File: src/rtl/mrd_pkg.sv
package mrd_pkg;

    localparam int NUM_RATIOS = 6;
    localparam int CODE_W     = 3;

    // Ascending ratio encoding
    typedef enum logic [CODE_W-1:0] {
        FS128 = 3'd0,
        FS192 = 3'd1,
        FS256 = 3'd2,
        FS384 = 3'd3,
        FS512 = 3'd4,
        FS768 = 3'd5
    } ratio_e;

    // Result of classifying one measured period
    typedef struct packed {
        logic   hit;
        ratio_e code;
    } class_t;

    // Nominal master clocks per sample for ratio index idx:
    // even indices are 2*64 << (idx/2), odd ones 3*64 << (idx/2)
    function automatic int nominal_ratio(input int idx);
        int mant;
        mant = ((idx % 2) != 0) ? 3 : 2;
        return (mant << (idx / 2)) << 6;
    endfunction

endpackage

File: src/rtl/mrd_sync.sv
module mrd_sync #(
    parameter int STAGES = 2
) (
    input  logic clk,
    input  logic rst,
    input  logic d,
    output logic q
);

    logic [STAGES-1:0] chain;

    generate
        if (STAGES == 1) begin : g_single
            always_ff @(posedge clk) begin
                if (rst) chain <= '0;
                else     chain <= d;
            end
        end else begin : g_multi
            always_ff @(posedge clk) begin
                if (rst) chain <= '0;
                else     chain <= {chain[STAGES-2:0], d};
            end
        end
    endgenerate

    assign q = chain[STAGES-1];

endmodule

File: src/rtl/mrd_period_meter.sv
module mrd_period_meter #(
    parameter int TIMEOUT_CYC = 1024,
    parameter int CNT_W       = $clog2(TIMEOUT_CYC + 1)
) (
    input  logic             clk,
    input  logic             rst,
    input  logic             lvl,         // synchronized word clock
    output logic             meas_valid,  // one-cycle pulse: meas_count holds a full period
    output logic [CNT_W-1:0] meas_count,
    output logic             tout         // one-cycle pulse: no edge for TIMEOUT_CYC clocks
);

    localparam logic [CNT_W-1:0] CNT_SAT  = CNT_W'(TIMEOUT_CYC);
    localparam logic [CNT_W-1:0] CNT_LAST = CNT_W'(TIMEOUT_CYC - 1);

    logic             lvl_d;
    logic             rise;
    logic [CNT_W-1:0] run_cnt;
    logic             have_ref;   // an edge has been seen since reset or timeout

    assign rise = lvl & ~lvl_d;

    always_ff @(posedge clk) begin
        if (rst) begin
            lvl_d      <= 1'b0;
            run_cnt    <= '0;
            have_ref   <= 1'b0;
            meas_valid <= 1'b0;
            meas_count <= '0;
            tout       <= 1'b0;
        end else begin
            lvl_d      <= lvl;
            meas_valid <= 1'b0;
            tout       <= 1'b0;
            if (rise) begin
                meas_valid <= have_ref;
                meas_count <= run_cnt + 1'b1;
                run_cnt    <= '0;
                have_ref   <= 1'b1;
            end else if (run_cnt != CNT_SAT) begin
                run_cnt <= run_cnt + 1'b1;
                if (run_cnt == CNT_LAST) begin
                    tout     <= 1'b1;
                    have_ref <= 1'b0;
                end
            end
        end
    end

    // a measurement is only produced by a rising edge one cycle earlier
    p_meas_from_edge_r3: assert property (@(posedge clk) disable iff (rst)
        meas_valid |-> $past(rise));

    // a timeout pulse never coincides with a measurement
    p_tout_no_meas_r7: assert property (@(posedge clk) disable iff (rst)
        tout |-> !meas_valid);

endmodule

File: src/rtl/mrd_classifier.sv
module mrd_classifier
    import mrd_pkg::*;
#(
    parameter int CNT_W = 11,
    parameter int TOL   = 8
) (
    input  logic [CNT_W-1:0] count,
    output class_t           res
);

    logic [NUM_RATIOS-1:0] in_win;

    generate
        for (genvar k = 0; k < NUM_RATIOS; k++) begin : g_win
            localparam int NOM = nominal_ratio(k);
            assign in_win[k] = (int'(count) >= NOM - TOL) && (int'(count) <= NOM + TOL);
        end
    endgenerate

    always_comb begin
        res.hit  = |in_win;
        res.code = FS128;
        for (int k = NUM_RATIOS - 1; k >= 0; k--) begin
            if (in_win[k]) res.code = ratio_e'(CODE_W'(k));
        end
    end

endmodule

File: src/rtl/mrd_lock_tracker.sv
module mrd_lock_tracker
    import mrd_pkg::*;
(
    input  logic   clk,
    input  logic   rst,
    input  logic   meas_valid,
    input  class_t cls,
    input  logic   tout,
    output ratio_e ratio_code,
    output logic   locked,
    output logic   fault
);

    logic   have_prev;
    ratio_e prev_code;

    always_ff @(posedge clk) begin
        if (rst) begin
            ratio_code <= FS128;
            locked     <= 1'b0;
            fault      <= 1'b0;
            have_prev  <= 1'b0;
            prev_code  <= FS128;
        end else if (tout) begin
            locked    <= 1'b0;
            fault     <= 1'b1;
            have_prev <= 1'b0;
        end else if (meas_valid) begin
            if (!cls.hit) begin
                locked    <= 1'b0;
                fault     <= 1'b1;
                have_prev <= 1'b0;
            end else begin
                have_prev <= 1'b1;
                prev_code <= cls.code;
                if (have_prev && cls.code == prev_code) begin
                    locked     <= 1'b1;
                    fault      <= 1'b0;
                    ratio_code <= cls.code;
                end else if (have_prev) begin
                    locked <= 1'b0;
                    fault  <= 1'b1;
                end
            end
        end
    end

    p_lock_excl_r5: assert property (@(posedge clk) disable iff (rst)
        !(locked && fault));

    p_lock_hit_r5: assert property (@(posedge clk) disable iff (rst)
        $rose(locked) |-> $past(meas_valid && cls.hit));

    p_miss_fault_r4: assert property (@(posedge clk) disable iff (rst)
        (meas_valid && !cls.hit) |=> (fault && !locked));

    p_mismatch_r6: assert property (@(posedge clk) disable iff (rst)
        (meas_valid && cls.hit && have_prev && cls.code != prev_code) |=> (fault && !locked));

    p_timeout_r7: assert property (@(posedge clk) disable iff (rst)
        tout |=> (fault && !locked));

    p_code_hold_r10: assert property (@(posedge clk) disable iff (rst)
        !$stable(ratio_code) |-> locked);

endmodule

File: src/rtl/mclk_ratio_detect.sv
module mclk_ratio_detect
    import mrd_pkg::*;
#(
    parameter int SYNC_STAGES = 2,
    parameter int TIMEOUT_CYC = 1024,
    parameter int TOL         = 8
) (
    input  logic              mclk,
    input  logic              rst,
    input  logic              wclk_in,
    output logic [CODE_W-1:0] ratio_code,
    output logic              locked,
    output logic              fault
);

    localparam int CNT_W = $clog2(TIMEOUT_CYC + 1);

    logic             wclk_s;
    logic             meas_valid;
    logic [CNT_W-1:0] meas_count;
    logic             tout;
    class_t           cls;
    ratio_e           code_q;

    mrd_sync #(.STAGES(SYNC_STAGES)) u_sync (
        .clk (mclk),
        .rst (rst),
        .d   (wclk_in),
        .q   (wclk_s)
    );

    mrd_period_meter #(.TIMEOUT_CYC(TIMEOUT_CYC), .CNT_W(CNT_W)) u_meter (
        .clk        (mclk),
        .rst        (rst),
        .lvl        (wclk_s),
        .meas_valid (meas_valid),
        .meas_count (meas_count),
        .tout       (tout)
    );

    mrd_classifier #(.CNT_W(CNT_W), .TOL(TOL)) u_class (
        .count (meas_count),
        .res   (cls)
    );

    mrd_lock_tracker u_track (
        .clk        (mclk),
        .rst        (rst),
        .meas_valid (meas_valid),
        .cls        (cls),
        .tout       (tout),
        .ratio_code (code_q),
        .locked     (locked),
        .fault      (fault)
    );

    assign ratio_code = code_q;

    // a reported hit lies inside the tolerance window of its code
    p_hit_window_r3: assert property (@(posedge mclk) disable iff (rst)
        (meas_valid && cls.hit) |->
            ((int'(meas_count) >= nominal_ratio(int'(cls.code)) - TOL) &&
             (int'(meas_count) <= nominal_ratio(int'(cls.code)) + TOL)));

endmodule

File: config.mk
export PLATFORM = sky130hd
export DESIGN_NAME = mclk_ratio_detect
export DESIGN_NICKNAME = d
export VERILOG_FILES = /design/src/rtl/mrd_pkg.sv /design/src/rtl/mrd_sync.sv /design/src/rtl/mrd_period_meter.sv /design/src/rtl/mrd_classifier.sv /design/src/rtl/mrd_lock_tracker.sv /design/src/rtl/mclk_ratio_detect.sv
export SDC_FILE = /design/constraint.sdc
export NUM_CORES = 1
export LEC_CHECK = 0
export BUFFER_PORTS_ARGS = -buffer_cell sky130_fd_sc_hd__buf_2
export CORE_AREA = 2 2 72 67
export DETAILED_ROUTE_END_ITERATION = 8
export DIE_AREA = 0 0 74 69
export PLACE_DENSITY = 0.6
export RECOVER_POWER = 25
export SYNTH_ARGS = -nofsm -noshare
export SYNTH_HDL_FRONTEND = slang
export SYNTH_SLANG_ARGS = --single-unit
File: constraint.sdc
create_clock -name mclk -period 2 [get_ports mclk]
set_input_delay 0 -clock mclk [delete_from_list [all_inputs] [get_ports mclk]]
set_output_delay 0 -clock mclk [all_outputs]
set_load 0.05 [all_outputs]
After elaboration in Yosys (flattened, before gate mapping)
Cells that the tools add are included.
- $lt $le $gt $ge: 12
- bitwise logic cells: 5
- reduce and logical (&&, ||, !) cells: 20
- add/subtract/negate cells: 1
- mux-type cells: 19
- eq/ne operators: 5
- operators by type and width (kind ; number):
    $ge A11 B8 Y1 const B ; 2
    $ge A11 B9 Y1 const B ; 2
    $le A11 B10 Y1 const B ; 2
    $le A11 B8 Y1 const B ; 2
    $le A11 B9 Y1 const B ; 2
    $mux W3 ; 6
    $mux W1 ; 13
    $add A11 B1 Y11 const B ; 1
    $eq A11 B10 Y1 const B ; 1
    $ge A11 B10 Y1 const B ; 1
    $ge A11 B7 Y1 const B ; 1
    $ne A11 B11 Y1 const B ; 1
    $logic_and A1 B1 Y1 ; 7
    $reduce_and A2 Y1 ; 3
    $reduce_bool A2 Y1 ; 3
    $reduce_or A2 Y1 ; 3
    $reduce_or A6 Y1 ; 1
    $ne A4 B4 Y1 const B ; 1
    $not A1 Y1 ; 4
    $reduce_and A4 Y1 ; 1
    $eq A3 B3 Y1 ; 1
    $ne A3 B3 Y1 const B ; 1
    $reduce_and A3 Y1 ; 1
    $reduce_or A3 Y1 ; 1
    $and A1 B1 Y1 ; 1
- word-level logic and storage cells: 74
- output and inout bits: 5
- flip-flop bits (word level): 37

Depth between registers and ports, before layout
Gate-level depths: netlist of run 1.
- depth in word-level cells: 14
- mapped depth: 7

Cells and area by module
Synthesis of run 1 repeated with hierarchy kept, for this count alone.
- cells, all modules: 193
- area total of the unflattened synthesis: 1773.0 µm²
- modules (own cells, without submodules) (module ; seq. area each (µm²) ; cells an instance ; area each (µm²) ; times used):
    mrd_period_meter ; 520.5 ; 113 ; 1049.8 ; 1
    mrd_lock_tracker ; 180.2 ; 41 ; 421.7 ; 1
    mrd_classifier ; 0.0 ; 35 ; 249.0 ; 1
    mrd_sync ; 40.0 ; 4 ; 52.6 ; 1

Worst setup path before layout of run 1
No wires, ideal clock.
- path kind: register -> register
- start: register u_meter.meas_count[6]
- end: register u_track.ratio_code[1]
- stages on the path, launching flop included: 8
- setup slack: -0.047 ns
- arrival time: 1.924 ns
- path buffers: 1
- cells stage by stage: dfxtp_1 -> buf_6 -> nor4b_4 -> a22oi_1 -> o21a_1 -> a2111o_1 -> a211oi_2 -> mux2_1
- cells in the longest elaborated chain, start to end: 11
- elaborated cells between the ends (all ways): 28
- ends and longest elaborated chain (item ; RTL line ; text):
    start, declared ; mrd_period_meter.sv:9 ; output logic [CNT_W-1:0] meas_count,
    start signal, assigned ; mrd_period_meter.sv:37 ; meas_count <= run_cnt + 1'b1;
    $ge A11 B10 Y1 or $le A11 B10 Y1 (tied branches) ; mrd_classifier.sv:16 ; assign in_win[k] = (int'(count) >= NOM - TOL) && (int'(count) <= NOM + TOL);
    $logic_and A1 B1 Y1 ; mrd_classifier.sv:16 ;
    $mux W3 (6 in series) ; mrd_classifier.sv:24 ; if (in_win[k]) res.code = ratio_e'(CODE_W'(k));
    $eq A3 B3 Y1 ; mrd_lock_tracker.sv:36 ; if (have_prev && cls.code == prev_code) begin
    $logic_and A1 B1 Y1 ; mrd_lock_tracker.sv:36 ;
    $reduce_and A4 Y1 (no line) ; -- ;
    end signal, assigned ; mrd_lock_tracker.sv:39 ; ratio_code <= cls.code;
    end, declared ; mrd_lock_tracker.sv:9 ; output ratio_e ratio_code,
Several ways; a longest one is shown, not always the timed one.
A chain may end at the register's enable or synchronous reset.

Worst setup path in the final report of run 1
- start: register u_meter.meas_count[0]
- end: register u_track.ratio_code[1]
The elaborated chain is that of the path after synthesis.

==> impl_metrics.csv, run 1 <==
group,metric,value,unit
worst_setup_path,worst_path_max_delay_cell,"o31ai_4",
yosys,synthSimpleGateAreaFrac,24.9,%
power_and_ir_drop,p_seq_share,48.9,%
status,status,"finished, violations left",
yosys,synth_area,1810,sq um
yosys,synth_top_flop_cell,"dfxtp_1",
power_and_ir_drop,peakVddDrop,0.000425,V
global_routing,antenna_found_initial,0,
cts,clk_pin_slew,70,ps
detailed_routing,vias_per_cell,5.24,
yosys,yosys.cell_types.count,55,
worst_hold_path,hold_path_class,"primary input to flop",
sta,finalWorstSetupSlack,-151,ps
yosys,seq_area_frac_synth,40.9,%
worst_setup_path,reg2reg_from,"u_meter.meas_count[0]",
cts,clock_path_buffers,2,
worst_hold_path,holdPathStages,2,
cts,tritoncts,"done",
yosys,yosysWarnings,0,
yosys,synth_compound_area_share,22.0,%
detailed_routing,drt_wl_total,3.95,mm
status,violations,"setup timing",
yosys,syn_area_per_cell,8.70,sq um
yosys,syn-instance-count,208,
worst_setup_path,crit_chain,"o31ai_4 -> a22oi_2 -> o21a_1 -> a2111o_1 -> a211oi_2 -> mux2_4",
sta,setup_viol,6,
cts,cts_max_level,2,
worst_setup_path,cp.arrival,2330,ps
detailed_routing,avgRoutedWirePerCell,12.9,um
floorplan,initial_utilization,41.7,%
sta,maxSlewViolCount,0,
worst_setup_path,rr_worst_depth,6,
cts,cts_sinks,37,
yosys,synth_commonest_cells,"dfxtp_1 (37), nor2_1 (31), a211oi_1 (14), nand2_1 (12), nand3_1 (9)",
floorplan,die_w,74,um
placement,dpl.hpwl,2.75,mm
yosys,synth_edf_count,0,
power_and_ir_drop,p_sw,383,uW
floorplan,ioPinCount,8,
yosys,synth_fp_nets,213,
yosys,synthArstFlopShare,0,%
finish,area_growth,27.0,%
finish,nets,248,
detailed_routing,vias,1604,
yosys,synth-seq-cells,37,
worst_setup_path,crit_type,"flop to flop",
yosys,synth_area_leaders,"dfxtp_1 (41%), nor2_1 (6.4%), a211oi_1 (5.8%)",
sta,timing.fmax,465,MHz
finish,register_area,749,sq um
finish,diodes,0,
sta,fin_crit_sh,108,%
worst_hold_path,hp-start,"rst",
yosys,synth_xor_area_share,5.32,%
power_and_ir_drop,p_per_area,696,nW/um^2
power_and_ir_drop,comb_power_share,11.0,%
flow_run,drv_cap,0,
power_and_ir_drop,p_leak,0.000822,uW
sta,worst_pin_slew,596,ps
floorplan,core_area,4350,sq um
yosys,synthMuxAreaShare,1.73,%
detailed_routing,drc,0,
yosys,synth_area_leader_cell,"dfxtp_1",
sta,period_needed,2150,ps
worst_setup_path,start_kind,"flop",
power_and_ir_drop,p_sw_share,23.9,%
cts,clkLatencyLatePin,290,ps
finish,multi_input_area,1070,sq um
worst_hold_path,min_to,"u_meter.have_ref",
worst_setup_path,end_kind,"flop",
worst_setup_path,cp_max_fo,6,
cts,cts_made_buffers,5,
sta,rsz0062_at_grt,"true",
global_routing,grt_first_pass_wirelength,6.76,mm
worst_setup_path,critPathMaxStageDelay,380,ps
power_and_ir_drop,p_int,1220,uW
global_routing,grt_pass1_vias,1462,
floorplan,die-area,5110,sq um
sta,fin_skew,11.5,ps
yosys,synthAdderAreaFrac,1.38,%
finish,drive_gt1_share,24.6,%
detailed_routing,antenna_left,0,
sta,maxSlewHeadroom,60.4,%
detailed_routing,firstDrtPassIters,4,
sta,hold_violations,0,
placement,io_buffers,7,
yosys,yosysMostFrequentCell,"dfxtp_1",
placement,globalplace.congestion,0.902,
floorplan,die_h,69,um
cts,cts-root-buf,"clkbuf_8",
global_routing,grt_use_total,16.5,%
power_and_ir_drop,p_total,1600,uW
global_routing,grt_overflow,0,
worst_setup_path,worstPathRequired,2180,ps
power_and_ir_drop,clkPwrFrac,40.2,%
yosys,yosys.area.top_type_share,40.9,%
global_routing,grt_max_degree,28,
worst_setup_path,ff2ff_setup_slack,-150,ps
floorplan,rows,23,
detailed_routing,drt_iter0_drc,115,
yosys,synth_top_family_by_area,"simple AND/OR/NAND/NOR gates",
finish,fill_cells,393,
worst_setup_path,r2r_end,"u_track.ratio_code[1]",
placement,place_ws,-160,ps
-- how the worst max path moves through the flow --
stage,startpoint,end,slack (ps),cells past startpoint
3_5_place_dp,u_meter.meas_count[0],u_track.ratio_code[1],-160,6
6_report,u_meter.meas_count[0],u_track.ratio_code[1],-150,6
5_1_grt,u_meter.meas_count[0],u_track.ratio_code[2],-260,7
3_3_place_gp,u_meter.meas_count[4],u_track.have_prev,-220,7
2_1_floorplan,u_meter.meas_count[2],u_track.ratio_code[1],2,6
4_1_cts,u_meter.meas_count[2],u_track.prev_code[1],-120,8
-- metrics by stage --
stage / TNS (ps) / area [sq um] / util (%) / hold slack (ps) / cells
floorplan: 0 / 1810 / - / 79.4 / 208
global placement: -813 / 2070 / 47.5 / 217 / 291
detailed placement: -767 / 2070 / 47.5 / 218 / 291
CTS: -541 / 2240 / 51.6 / 106 / 303
global route: -1300 / 2300 / 52.9 / 132 / 306
finish: -542 / 2300 / 52.9 / 120 / 306
-- sequential cells by signal (all words and copies together), names as in the netlist --
signal,cells
u_meter.have_ref,1
u_meter.lvl_d,1
u_meter.meas_count,11
u_meter.meas_valid,1
u_meter.run_cnt,11
u_meter.tout,1
u_sync.chain,2
u_track.fault,1
u_track.have_prev,1
u_track.locked,1
u_track.prev_code,3
u_track.ratio_code,3
-- layer usage --
metal  vias up  GRT usage [%]  share of wire [%]
li1        829              -                  -
met1       727           24.4                 50
met2        37           23.7                 44
met3        11           4.82                4.7
met4         0           3.43                1.3
met5         -              0                  0
-- timing repair --
item                                    4_1_cts  5_1_grt
endpoints found under the setup margin        7        8
pin swaps                                     6        2
gates resized for setup                      13        6
hold buffers                                  1        0
buffers inserted                              3        3
hold endpoints to repair                      1        0
-- layout make-up --
| class | count | area share, % |
|---|---|---|
| clock buffers | 6 | 3.16 |
| multi-input cells | 156 | 46.4 |
| clock inverters | 2 | 1.69 |
| inverters | 6 | 0.980 |
| well taps | 62 | 3.38 |
| flip-flops and latches | 37 | 32.6 |
| repair buffers | 37 | 11.8 |
-- critical path: cells and delay by family (launching register included) --
family             cells  cell delay [ps]
muxes                  1              330
DFF                    1              340
AOI/OAI and AO/OA      5             1370
-- logic make-up (layout without fill, tap and decap cells) --
logic type,count (synthesis),in the layout
xor+xnor,11,11
buf+inv,15,51
flops,37,37
simple gates,87,87
mux,3,3
compound gates,53,53
fa+ha+maj,2,2
-- placed cells by master, fill, tap and decap left out, types with 3 or more instances in the layout --
cell type and count:
a211oi_1 13, a21oi_1 7, buf_2 3, buf_4 28, clkbuf_1 5, clkbuf_8 5
dfxtp_1 30, dfxtp_2 7, inv_1 6, nand2_1 12, nand2b_1 3, nand3_1 8
nor2_1 31, nor2b_1 7, nor3_1 6, o21a_1 3, o21ai_0 6, xnor2_1 4
xor2_1 7
-- power groups by stage --
stage	clock network [uW]	logic (uW)	registers, uW
floorplan	0	98.2	791
global placement	0	152	797
detailed placement	0	152	797
CTS	663	162	781
global route	700	192	785
finish	643	175	781
Power figures use the tool's default switching activity.
==> run 2: changes to the inputs <==
Settings changed: RECOVER_POWER 25 to 50.
==> impl_metrics.csv, run 2 (synthesized netlist as in run 1, its figures left out) <==
group,metric,value,unit
worst_setup_path,reg2reg_from,"u_meter.meas_count[0]",
power_and_ir_drop,peakVddDrop,0.000427,V
sta,maxSlewHeadroom,29.9,%
worst_setup_path,critPathMaxStageDelay,380,ps
worst_hold_path,hp-start,"rst",
finish,final_common_cell,"nor2_1",
placement,place_ws,-160,ps
power_and_ir_drop,p_leak,0.000813,uW
detailed_routing,vias,1594,
cts,tritoncts,"done",
sta,maxSlewViolCount,0,
detailed_routing,avgRoutedWirePerCell,12.9,um
sta,hold_violations,0,
placement,dpl.hpwl,2.75,mm
worst_setup_path,cp.arrival,2320,ps
finish,diodes,0,
power_and_ir_drop,p_seq_share,48.9,%
worst_setup_path,worst_path_max_delay_cell,"o31ai_4",
finish,nets,248,
sta,period_needed,2150,ps
sta,timing.fmax,466,MHz
placement,io_buffers,7,
global_routing,grt_max_degree,28,
floorplan,die_w,74,um
power_and_ir_drop,p_sw_share,23.9,%
finish,reg_top3,"u_meter.meas_count: 11 flops, u_meter.run_cnt: 11 flops",
detailed_routing,drt_wl_total,3.96,mm
global_routing,grt_use_total,16.5,%
power_and_ir_drop,comb_power_share,10.9,%
worst_hold_path,min_to,"u_meter.have_ref",
worst_setup_path,worstPathRequired,2180,ps
worst_setup_path,r2r_end,"u_track.ratio_code[1]",
global_routing,grt_overflow,0,
worst_hold_path,holdPathStages,2,
power_and_ir_drop,clkPwrFrac,40.2,%
detailed_routing,antenna_left,0,
floorplan,ioPinCount,8,
finish,fin_util,52.8,%
cts,cts_sinks,37,
worst_setup_path,crit_chain,"o31ai_4 -> a22oi_2 -> o21a_1 -> a2111o_1 -> a211oi_2 -> mux2_4",
worst_setup_path,end_kind,"flop",
floorplan,die_h,69,um
power_and_ir_drop,p_int,1220,uW
floorplan,core_area,4350,sq um
finish,area_growth,26.7,%
sta,setup_viol,6,
cts,clk_pin_slew,70,ps
worst_setup_path,crit_type,"flop to flop",
cts,cts-root-buf,"clkbuf_8",
finish,drive_gt1_share,23.8,%
sta,fin_skew,10.5,ps
status,status,"finished, violations left",
placement,globalplace.congestion,0.902,
sta,rsz0062_at_grt,"true",
detailed_routing,vias_per_cell,5.21,
detailed_routing,firstDrtPassIters,4,
cts,cts_made_buffers,5,
worst_setup_path,start_kind,"flop",
power_and_ir_drop,p_per_area,697,nW/um^2
finish,layout_common_cells,"nor2_1 (31), dfxtp_1 (30), buf_4 (27)",
detailed_routing,drc,0,
power_and_ir_drop,p_total,1600,uW
worst_hold_path,hold_path_class,"primary input to flop",
worst_setup_path,rr_worst_depth,6,
cts,clkLatencyLatePin,290,ps
floorplan,die-area,5110,sq um
power_and_ir_drop,p_sw,382,uW
floorplan,rows,23,
cts,clock_path_buffers,2,
sta,fin_crit_sh,107,%
worst_setup_path,ff2ff_setup_slack,-150,ps
worst_setup_path,cp_max_fo,6,
sta,finalWorstSetupSlack,-145,ps
detailed_routing,drt_iter0_drc,114,
cts,cts_max_level,2,
global_routing,grt_first_pass_wirelength,6.76,mm
flow_run,drv_cap,0,
global_routing,grt_pass1_vias,1462,
status,violations,"setup timing",
global_routing,antenna_found_initial,0,
floorplan,initial_utilization,41.7,%
sta,worst_pin_slew,1050,ps
## run 2: area by class of cell
class,instances,area (sq um)
flip-flops and latches,37,749
inverters,6,22.5
fillers,396,2050
repair buffers,37,265
clock inverters,2,38.8
clock buffers,6,72.6
multi-input cells,156,1070
well taps,62,77.6
## run 2: critical path: cells and delay by family, from the launching register on
kind,cells,cell delay (ps)
compound gates,5,1370
mux,1,330
flops,1,340
## run 2: how the worst max path moves through the flow
stage                                      from                    end  cells after the start
after floorplan           u_meter.meas_count[2]  u_track.ratio_code[1]                      6
after global placement    u_meter.meas_count[4]      u_track.have_prev                      7
after detailed placement  u_meter.meas_count[0]  u_track.ratio_code[1]                      6
after CTS                 u_meter.meas_count[2]   u_track.prev_code[1]                      8
after global routing      u_meter.meas_count[0]  u_track.ratio_code[2]                      7
final                     u_meter.meas_count[0]  u_track.ratio_code[1]                      6
## run 2: through the flow
| stage | setup TNS, ps | cells | hold WS, ps | cell area [sq um] |
|---|---|---|---|---|
| floorplan | 0 | 208 | 79.4 | 1810 |
| global placement | -813 | 291 | 217 | 2070 |
| CTS | -541 | 303 | 106 | 2240 |
| finish | -522 | 306 | 115 | 2290 |
| detailed placement | -767 | 291 | 218 | 2070 |
| global route | -1300 | 306 | 132 | 2290 |
## run 2: routing by layer
layer  share of wire (%)  global-route usage [%]  vias to the layer above
met5                   0                       0                        -
li1                    -                       -                      826
met2                  44                    23.7                       34
met4                 1.4                    3.43                        0
met1                  50                    24.4                      723
met3                 4.5                    4.82                       11
## run 2: what timing repair did
action	CTS	global route
setup endpoints to repair	7	8
hold buffers	1	0
setup buffers	3	3
resized for setup	13	6
pin swaps	6	2
endpoints found under the hold margin	1	0
## run 2: power groups by stage
stage	Sequential (uW)	Clock, uW	Combinational, uW
global route	786	700	192
global placement	797	0	152
floorplan	791	0	98.2
detailed placement	797	0	152
finish	781	642	175
CTS	781	663	162
==> run 3: changes to the inputs <==
--- a/config.mk
+++ b/config.mk
@@ -7,7 +7,8 @@
 export LEC_CHECK = 0
+export ABC_AREA = 1
 export BUFFER_PORTS_ARGS = -buffer_cell sky130_fd_sc_hd__buf_2
-export CORE_AREA = 2 2 72 67
+export CORE_AREA = 2 2 73 68
 export DETAILED_ROUTE_END_ITERATION = 8
-export DIE_AREA = 0 0 74 69
-export PLACE_DENSITY = 0.6
+export DIE_AREA = 0 0 75 70
+export PLACE_DENSITY = 0.58
 export RECOVER_POWER = 50
==> constraint.sdc (replaced) <==
create_clock -name mclk -period 2.6 [get_ports mclk]
set_input_delay 0 -clock mclk [delete_from_list [all_inputs] [get_ports mclk]]
set_output_delay 0 -clock mclk [all_outputs]
set_load 0.02 [all_outputs]
==> impl_metrics.csv, run 3 <==
group,metric,value,unit
status,status,"complete, no violations",
placement,io_buffers,7,
yosys,yosysWarnings,0,
yosys,synth_commonest_cells,"nand2_1 (59), nor2_1 (39), dfxtp_1 (37), inv_1 (37), nand3_1 (15)",
floorplan,die-area,5250,sq um
yosys,synth_compound_area_share,8.73,%
global_routing,grt_use_total,16.4,%
finish,drive_gt1_share,11.6,%
cts,cts-root-buf,"clkbuf_8",
floorplan,ioPinCount,8,
finish,nets,282,
yosys,synth_area_leader_cell,"dfxtp_1",
worst_setup_path,start_kind,"flop",
yosys,synth_edf_count,0,
detailed_routing,avgRoutedWirePerCell,10.7,um
cts,clock_path_buffers,2,
power_and_ir_drop,p_leak,0.000831,uW
sta,fin_crit_sh,70.6,%
finish,diodes,0,
yosys,yosys.cell_types.count,29,
yosys,synthArstFlopShare,0,%
yosys,synth-seq-cells,37,
worst_setup_path,worstPathRequired,2820,ps
sta,rsz0062_at_grt,"false",
worst_setup_path,crit_type,"flop to flop",
placement,dpl.hpwl,2.80,mm
worst_setup_path,cp_max_fo,6,
worst_hold_path,holdPathStages,2,
detailed_routing,vias_per_cell,4.69,
finish,reg_top3,"u_meter.meas_count: 11 flops, u_meter.run_cnt: 11 flops",
detailed_routing,drc,0,
finish,layout_common_cells,"nand2_1 (59), nor2_1 (39), inv_1 (38)",
floorplan,die_h,70,um
placement,globalplace.congestion,0.862,
yosys,synth_xor_area_share,3.29,%
sta,period_needed,1840,ps
detailed_routing,drt_iter0_drc,95,
finish,fin_cells,342,
cts,clk_pin_slew,70,ps
sta,maxSlewViolCount,0,
global_routing,grt_pass1_vias,1492,
yosys,syn_area_per_cell,7.00,sq um
cts,cts_sinks,37,
cts,cts_setup_buffers,0,
worst_setup_path,rr_worst_depth,15,
sta,timing.fmax,545,MHz
yosys,yosysMostFrequentCell,"nand2_1",
floorplan,initial_utilization,40.6,%
global_routing,grt_overflow,0,
yosys,synth_top_flop_cell,"dfxtp_1",
yosys,synthMuxAreaShare,0,%
cts,clkLatencyLatePin,280,ps
cts,tritoncts,"done",
power_and_ir_drop,peakVddDrop,0.000317,V
flow_run,drv_cap,0,
detailed_routing,antenna_left,0,
finish,area_growth,10.3,%
yosys,synth_area,1860,sq um
yosys,synth_top_family_by_area,"simple AND/OR/NAND/NOR gates",
yosys,synth_area_leaders,"dfxtp_1 (40%), nand2_1 (12%), nor2_1 (7.9%)",
global_routing,grt_max_degree,22,
worst_setup_path,end_kind,"flop",
floorplan,core_area,4590,sq um
detailed_routing,drt_wl_total,3.67,mm
floorplan,rows,24,
detailed_routing,firstDrtPassIters,4,
sta,hold_violations,0,
cts,cts_made_buffers,5,
yosys,synth_fp_nets,271,
detailed_routing,vias,1603,
floorplan,die_w,75,um
yosys,seq_area_frac_synth,39.8,%
yosys,synthSimpleGateAreaFrac,37.1,%
global_routing,antenna_found_initial,0,
finish,final_common_cell,"nand2_1",
yosys,synthAdderAreaFrac,1.34,%
cts,cts_max_level,2,
sta,setup_viol,0,
sta,fin_skew,5.62,ps
sta,worst_pin_slew,708,ps
global_routing,grt_first_pass_wirelength,6.67,mm
yosys,syn-instance-count,266,
sta,maxSlewHeadroom,52.4,%
placement,dpl.cell_count,334,
power_and_ir_drop,p_per_area,503,nW/um^2
cts,cts_resized,0,
worst_hold_path,hold_path_class,"primary input to flop",
worst_setup_path,cp.arrival,2060,ps
yosys,yosys.area.top_type_share,39.8,%
sta,tns,0,ps
## run 3: cell types whose count changed in the layout (fill, tap and decap cells not counted), sizes merged, moves of 7 or more
cell / delta
a211oi: -14
nand2: +55
o22ai: +9
nand3: +10
nor2: +14
nor2b: -7
buf: -28
inv: +37
## run 3: final cells by class
cell class	instances	area (sq um)
repair buffers	8	38.8
multi-input cells	182	940
clock inverters	1	7.51
clock buffers	6	82.6
well taps	65	81.3
inverters	43	164
fillers	491	2540
flip-flops and latches	37	741
## run 3: per-stage QoR
| stage | power, uW | setup WS (ps) | util (%) | hold WS, ps | instance area, sq um |
|---|---|---|---|---|---|
| after global placement | 637 | 778 | 42.7 | 210 | 1960 |
| final | 1030 | 764 | 44.7 | 21.6 | 2050 |
| after global routing | 1080 | 482 | 44.7 | 28.7 | 2050 |
| after CTS | 1050 | 760 | 44.9 | 22.5 | 2060 |
| after floorplan | 626 | 1040 | - | 107 | 1860 |
| after detailed placement | 637 | 793 | 42.7 | 235 | 1960 |
## run 3: logic make-up after synthesis
kind of cell | Yosys count
buffers and inverters | 47
and+or+nand+nor | 144
adders and majority gates | 2
AOI/OAI and AO/OA | 29
DFF | 37
xor gates and xnor gates | 7
## run 3: where the power goes
part | internal, uW | switching (uW)
Clock | 210 | 199
Combinational | 13.9 | 31.1
Sequential | 575 | 4.71
Total | 799 | 235
## run 3: worst paths after layout
check | start | end | slack [ps]
worst max-delay path | u_meter.meas_count[6] | u_track.ratio_code[0] | 760
worst min-delay path | rst | u_track.ratio_code[2] | 20
worst min register to register | u_sync.chain[0] | u_sync.chain[1] | 430
worst max register to register | u_meter.meas_count[6] | u_track.ratio_code[0] | 760
## run 3: worst max-delay path, stage by stage, from the launching register on
cell	delay, ps
dfxtp_1	340
nor2_1	200
nand3_1	120
nor2_2	140
nand2_1	70
nand2_1	70
nand2_1	90
nand2_4	100
inv_4	40
nand2_4	90
nand3_4	80
nor2_4	130
nand3_4	100
nand2_1	90
nand2_1	50
nor2_1	80
## run 3: layer usage
layer,global-route usage (%),routed length [um],up-vias
met3,3.61,136,4
met1,22.6,1820,710
met2,25.1,1680,22
met4,5.36,36,0
li1,-,-,867
met5,0,0,-
## run 3: repair_timing
action | in CTS | in global routing
endpoints found under the setup margin | 0 | 0
hold endpoints to repair | 1 | 0
hold buffers | 1 | 0
